[config.mk]
export PLATFORM = sky130hd
export DESIGN_NAME = shift_rotate_unit
export DESIGN_NICKNAME = d
export VERILOG_FILES = /design/src/rtl/shift_rotate_unit.sv
export SDC_FILE = /design/constraint.sdc
export NUM_CORES = 1
export LEC_CHECK = 0
export BUFFER_PORTS_ARGS = -buffer_cell sky130_fd_sc_hd__buf_2
export CORE_AREA = 5 5 61 77
export DETAILED_ROUTE_END_ITERATION = 10
export DIE_AREA = 0 0 66 82
export PLACE_DENSITY = 0.78
export SLEW_MARGIN = 20
export SYNTH_ARGS = -nofsm -noshare
export SYNTH_HDL_FRONTEND = slang
export SYNTH_SLANG_ARGS = --single-unit
[constraint.sdc]
create_clock -name clk -period 4 [get_ports clk]
set_input_delay 0.8 -clock clk [delete_from_list [all_inputs] [get_ports clk]]
set_output_delay 0.8 -clock clk [all_outputs]
set_load 0.005 [all_outputs]
[src/rtl/shift_rotate_unit.sv]
module shift_rotate_unit #(
  parameter int DW = 16,
  parameter int CW = 4
) (
  input  logic          clk,
  input  logic          rst,
  input  logic          valid_i,
  input  logic [7:0]    opcode_i,
  input  logic [DW-1:0] operand_i,
  input  logic          carry_i,
  input  logic          narrow_i,
  input  logic [1:0]    variant_i,
  input  logic          dp_low_nz_i,
  input  logic          page_cross_i,
  output logic          out_valid_o,
  output logic [DW-1:0] result_o,
  output logic          flag_n_o,
  output logic          flag_z_o,
  output logic          flag_c_o,
  output logic [2:0]    addr_mode_o,
  output logic [CW-1:0] cycles_o,
  output logic          illegal_o
);
  localparam int NW = DW / 2;

  logic [3:0] lo;
  logic       idx, go_left, rotate, legal, wide, fill, cout, n_nx, z_nx;
  logic [2:0] mode;
  logic [DW-1:0] res;
  logic [CW-1:0] cyc;

  assign lo      = opcode_i[3:0];
  assign idx     = opcode_i[4];
  assign go_left = ~opcode_i[6];
  assign rotate  = opcode_i[5];
  assign legal   = ~opcode_i[7] & ((lo == 4'h6) | (lo == 4'hE) | ((lo == 4'hA) & ~idx));
  assign wide    = variant_i[1] & ~narrow_i;
  assign fill    = rotate & carry_i;

  always_comb begin
    if (lo == 4'hA)      mode = 3'd0;
    else if (lo == 4'hE) mode = idx ? 3'd3 : 3'd1;
    else                 mode = idx ? 3'd4 : 3'd2;
  end

  always_comb begin
    res = '0;
    if (wide) begin
      res  = go_left ? {operand_i[DW-2:0], fill} : {fill, operand_i[DW-1:1]};
      cout = go_left ? operand_i[DW-1] : operand_i[0];
      n_nx = res[DW-1];
      z_nx = (res == '0);
    end else begin
      res[NW-1:0] = go_left ? {operand_i[NW-2:0], fill} : {fill, operand_i[NW-1:1]};
      cout = go_left ? operand_i[NW-1] : operand_i[0];
      n_nx = res[NW-1];
      z_nx = (res[NW-1:0] == '0);
    end
  end

  always_comb begin
    case (mode)
      3'd0:    cyc = CW'(2);
      3'd1:    cyc = CW'(6);
      3'd2:    cyc = CW'(5);
      3'd3:    cyc = CW'(7);
      default: cyc = CW'(6);
    endcase
    if (wide && mode != 3'd0) cyc = cyc + CW'(2);
    if (variant_i[1] && dp_low_nz_i && (mode == 3'd2 || mode == 3'd4)) cyc = cyc + CW'(1);
    if (variant_i == 2'd1 && mode == 3'd3 && !page_cross_i) cyc = cyc - CW'(1);
  end

  always_ff @(posedge clk) begin
    if (rst) begin
      out_valid_o <= 1'b0;
      result_o    <= '0;
      flag_n_o    <= 1'b0;
      flag_z_o    <= 1'b0;
      flag_c_o    <= 1'b0;
      addr_mode_o <= '0;
      cycles_o    <= '0;
      illegal_o   <= 1'b0;
    end else begin
      out_valid_o <= valid_i;
      if (valid_i) begin
        illegal_o <= ~legal;
        if (legal) begin
          result_o    <= res;
          flag_n_o    <= n_nx;
          flag_z_o    <= z_nx;
          flag_c_o    <= cout;
          addr_mode_o <= mode;
          cycles_o    <= cyc;
        end
      end
    end
  end

  AST_OUT_LATENCY: assert property (@(posedge clk) disable iff (rst)
    valid_i |=> out_valid_o);
  AST_ILLEGAL_HOLDS: assert property (@(posedge clk) disable iff (rst)
    (valid_i && !legal) |=> (illegal_o && $stable(result_o) && $stable(flag_c_o) && $stable(cycles_o)));
  AST_NARROW_UPPER: assert property (@(posedge clk) disable iff (rst)
    (valid_i && legal && !wide) |=> (result_o[DW-1:NW] == '0));
  AST_CYCLE_RANGE: assert property (@(posedge clk) disable iff (rst)
    (out_valid_o && !illegal_o) |-> (cycles_o >= CW'(2) && cycles_o <= CW'(10)));
  AST_MODE_RANGE: assert property (@(posedge clk) disable iff (rst)
    (valid_i && legal) |=> (addr_mode_o <= 3'd4));
endmodule

* Word level (Yosys, flattened, before mapping)
Index checks and enable logic that the tools add are counted.
** Word-level totals
- Flip-flop bits (word level) :: 28
- Latch bits :: 0
- Bits in writable memories :: 0
- Memory bits (read-only) :: 0
- Output and inout port bits :: 28
- Logic and storage cells :: 57
- Memories :: 0
** Operators by class
- Add/sub/neg operators :: 3
- $mul :: 0
- Div/mod/pow operators :: 0
- $lt $le $gt $ge :: 0
- Eq/ne operators :: 7
- Shifts and indexed selects :: 0
- Multiplexer cells :: 17
- Bitwise gates (word level) :: 10
- Reduce and logical (&&, ||, !) cells :: 12
** Operators with widths (number)
- $mux 8 :: 3
- $logic_not 16->1 :: 1
- $mux 16 :: 1
- $mux 4 :: 3
- $mux 3 :: 3
- $pmux 3 s3 :: 1
- $eq 4x4->1 const B :: 2
- $logic_not 8->1 :: 1
- $eq 3x2->1 const B :: 2
- $logic_and 1x1->1 :: 5
- $mux 1 :: 5
- $add 4x1->4 const B :: 1
- $add 4x2->4 const B :: 1
- $and 1x1->1 :: 4
- $eq 4x3->1 const B :: 1
- $not 1->1 :: 4
- $sub 4x1->4 const B :: 1
- $eq 3x3->1 const B :: 1
- $logic_not 3->1 :: 1
- $reduce_bool 3->1 :: 1
- $eq 2x1->1 const B :: 1
- $mux 2 :: 1
- $or 1x1->1 :: 2
- $reduce_and 2->1 :: 1
- other kinds (2) :: 2

* Depth between registers and ports, before layout
- Depth after elaboration :: 11
- Gate-level depth with buffers :: 11

* Worst setup path before layout
OpenSTA, ideal clock, no wires.
- Path type :: input to register
- Start point :: in opcode_i[0]
- End point :: reg cycles_o[1]
- Setup time :: 66 ps
- Data arrival time :: 3031 ps
- Required time :: 3934 ps
- Slack :: 903 ps
- Stages :: 11
- Path buffers :: 0
- Cells stage by stage :: and3b_1 -> nand2_1 -> ha_1 -> nor2b_2 -> mux2i_1 -> o22a_1 -> ha_1 -> mux2i_1 -> ha_1 -> a311o_1 -> a21oi_2
** On the way
- Longest elaborated chain between the ends :: 11
** Ends and longest elaborated chain
- start, declared :: line 8 : input logic [7:0] opcode_i,
- $eq 4x4->1 :: line 36, 42
- $mux 3 :: line 42 : else if (lo == 4'hE) mode = idx ? 3'd3 : 3'd1;
- $mux 3 :: line 41 : if (lo == 4'hA) mode = 3'd0;
- $eq 3x2->1 (tied with other cells) :: line 62, 71
- $pmux 3 s3 :: line 62 : case (mode)
- $add 4x2->4 :: line 69 : if (wide && mode != 3'd0) cyc = cyc + CW'(2);
- $mux 4 :: line 69
- $add 4x1->4 :: line 70 : if (variant_i[1] && dp_low_nz_i && (mode == 3'd2 || mode == 3'd4)) cyc = cyc + CW'(1);
- $mux 4 :: line 70
- $sub 4x1->4 :: line 71 : if (variant_i == 2'd1 && mode == 3'd3 && !page_cross_i) cyc = cyc - CW'(1);
- $mux 4 :: line 71
- end signal, assigned :: line 94 : cycles_o <= cyc;
- end, declared :: line 21 : output logic [CW-1:0] cycles_o,
Parallel ways exist; a longest one is shown, timed or not.
A chain may end at the register's enable or synchronous reset.

* Worst setup path in the final report
Ends and elaborated chain as after synthesis.

==> reports/metrics.csv <==
stage,metric,value,unit
global_routing,busiest_layer,met2,
drt,drt-total-wl,3.90,mm
sta,rsz0062_at_grt,false,
floorplanning,fp.dieW,66,microns
synthesis,syn_area,1510,sq um
floorplanning,io_pins,61,
sta,finalSetupViolCount,0,
power_and_ir_drop,p_comb_share,17.2,%
outcome,status,completed,
cells_and_area,fin_nets,269,
global_routing,met2_usage,28.8,%
sta,min_period,3190,ps
floorplanning,rows,26,
floorplanning,chipHeight,82,microns
global_routing,grt_pass1_vias,1427,
job,maxCapViolCount,0,
sta,max_freq,0.314,GHz
clock_network,clk_path_buf_depth,2,
sta,hold_viol_final,0,
setup_path,cp.arrival,3390,ps
drt,drc,0,
synthesis,synth_area_leader_cell,dfxtp_1,
global_routing,grt_max_degree,30,
clock_network,cts.sinks,28,
sta,final_max_slew_viol_count,0,
clock_network,clk_pin_slew,90,ps
global_routing,grtUsageMet1,16.2,%
global_routing,grt-ovfl-total,0,
clock_network,cts_tree,yes,
clock_network,cts_buffers,3,
synthesis,postSynthCellCount,177,
cells_and_area,fin_cells,288,
synthesis,synth_flop_cell,dfxtp_1,
power_and_ir_drop,leakagePower,0.831,nW
sta,worst_slew_pin_slew,652,ps
setup_path,cp-start-kind,input pin,
synthesis,ys_seq_elements,28,
clock_network,cts_max_level,1,
setup_path,crit_type,input pin to flip-flop,
clock_network,cts_root_buf,clkbuf_8,
placement,gp_congestion,0.963,
clock_network,cts_resized,0,
global_routing,grt_first_pass_wirelength,6.40,mm
placement,portBuffers,60,
synthesis,synth.distinct_cells,42,
drt,ant_nets,0,
clock_network,cts_setup_buffers,0,
global_routing,grt_usage,14.8,%
drt,vias_per_cell,5.23,
synthesis,synth_top_area_share,37.2,%
cells_and_area,layout-drive-gt1-share,31.0,%
global_routing,grt_use_met3,1.78,%
min_path,hold_class,flip-flop to flip-flop,
sta,relSlewSlack,56.5,%
power_and_ir_drop,p_sw,0.136,mW
global_routing,antenna_found_initial,0,
clock_network,cts_hold_buf,0,
power_and_ir_drop,peakVddDrop,0.127,mV
placement,place_hpwl,3.13,mm
synthesis,synth_edf_count,0,
sta,fin_setup_tns,0,ps
placement,placed_cells,284,
sta,post-route-period-util,79.6,%
power_and_ir_drop,sw_frac_of_total,24.8,%
synthesis,synth_warnings,0,
synthesis,async_reset_ff_share,0,%
floorplanning,coreArea,3940,sq um
drt,vias,1505,
synthesis,synthesis.nets,213,
synthesis,synth_area_leaders,"dfxtp_1 (37%), mux2i_1 (12%), nand2_1 (5.2%)",
power_and_ir_drop,powerDensity,292,nW/um^2
setup_path,path_max_fanout,5,
power_and_ir_drop,clkPwrFrac,30.8,%
drt,drtIter0Drc,82,
cells_and_area,n_antenna_cell,0,
sta,fin_worst_skew,0,ps
floorplanning,die-area,5410,sq um
power_and_ir_drop,p_int,0.413,mW
cells_and_area,layout_common_cells,"buf_2 (60), dfxtp_1 (28), nand2_1 (21), nor2_1 (19), mux2i_1 (18)",
setup_path,cp_data_required_time,4210,ps
drt,drt-pass1-iter-count,4,
drt,wl_per_cell,13.5,microns
floorplanning,start_util,38.2,%
synthesis,syn_avg_cell_area,8.50,sq um
power_and_ir_drop,seqPwrFrac,52.0,%
setup_path,end_kind,flip-flop,
clock_network,clk_latency,260,ps
synthesis,ys_seq_area_share,37.2,%
cells_and_area,syn2layout_area_growth,25.1,%
cells_and_area,layout_commonest_cell,buf_2,
-- critical path: stages --
cell	delay, ps
buf_2	100
and3b_1	240
nand2_1	130
ha_1	360
nor2b_2	260
mux2i_1	110
o22a_1	210
ha_1	290
mux2i_1	230
ha_1	270
a311o_1	270
a21oi_2	100
-- cell families after synthesis --
group	after synthesis	share of synthesized area [%]
multiplexers	18	12.0
flip-flops	28	37.2
adder cells (fa/ha/maj)	3	2.49
AND/OR/NAND/NOR	68	22.7
AO/OA/AOI/OAI	50	22.2
buffers and inverters	10	3.41
-- area by class of cell --
type | count | area (sq um)
Fill cell | 418 | 2050
Multi-Input combinational cell | 139 | 893
Sequential cell | 28 | 561
Timing Repair Buffer | 60 | 300
Tap cell | 56 | 70.1
Clock buffer | 4 | 55.1
Inverter | 1 | 3.75
-- registers in the layout (all words and copies together) (netlist names) --
| signal | flops |
|---|---|
| flag_c_o | 1 |
| cycles_o | 4 |
| flag_n_o | 1 |
| addr_mode_o | 3 |
| illegal_o | 1 |
| flag_z_o | 1 |
| result_o | 16 |
| out_valid_o | 1 |
-- per-stage QoR --
stage	util [%]	cell area, sq um	worst slack [ps]	power (mW)	hold WS [ps]
global placement	46.4	1830	652	0.385	436
finish	47.8	1880	815	0.549	453
global route	47.8	1880	667	0.579	469
detailed placement	46.4	1830	559	0.387	440
floorplan	-	1510	903	0.349	445
CTS	47.8	1880	821	0.556	454
-- cell usage after synthesis (all sizes together) (2+ instances only) --
cell,count
nand3b,2
mux2i,18
nand2b,2
dfxtp,28
buf,7
nor2,19
a21oi,16
o21a,2
o21ai,12
nand3,8
o211ai,2
ha,3
a211oi,7
nand2,21
nor2b,5
clkbuf,2
nor3,4
a22oi,2
-- layer usage --
layer | share of wire, % | vias to the layer above
met4 | 1.1 | 0
met2 | 53 | 44
li1 | - | 760
met1 | 40 | 697
met3 | 5.9 | 4
met5 | 0 | -
-- power by group through the flow --
stage / Sequential [mW] / Clock [mW] / Combinational (mW)
4_1_cts: 0.286 / 0.175 / 0.0950
5_1_grt: 0.287 / 0.187 / 0.106
6_report: 0.286 / 0.169 / 0.0945
3_3_place_gp: 0.292 / 0 / 0.0927
2_1_floorplan: 0.293 / 0 / 0.0559
3_5_place_dp: 0.293 / 0 / 0.0945
-- worst paths after layout --
check                            start                   endpoint  slack, ps  cells after the start
max                        opcode_i[0]   cycles_o[1]$_SDFFE_PP0P_        810                     12
min          result_o[14]$_SDFFE_PP0P_  result_o[14]$_SDFFE_PP0P_        450                      2
max reg2reg   cycles_o[1]$_SDFFE_PP0P_   cycles_o[1]$_SDFFE_PP0P_       3090                      3
min reg2reg  result_o[14]$_SDFFE_PP0P_  result_o[14]$_SDFFE_PP0P_        450                      2
Power figures use the tool's default switching activity.
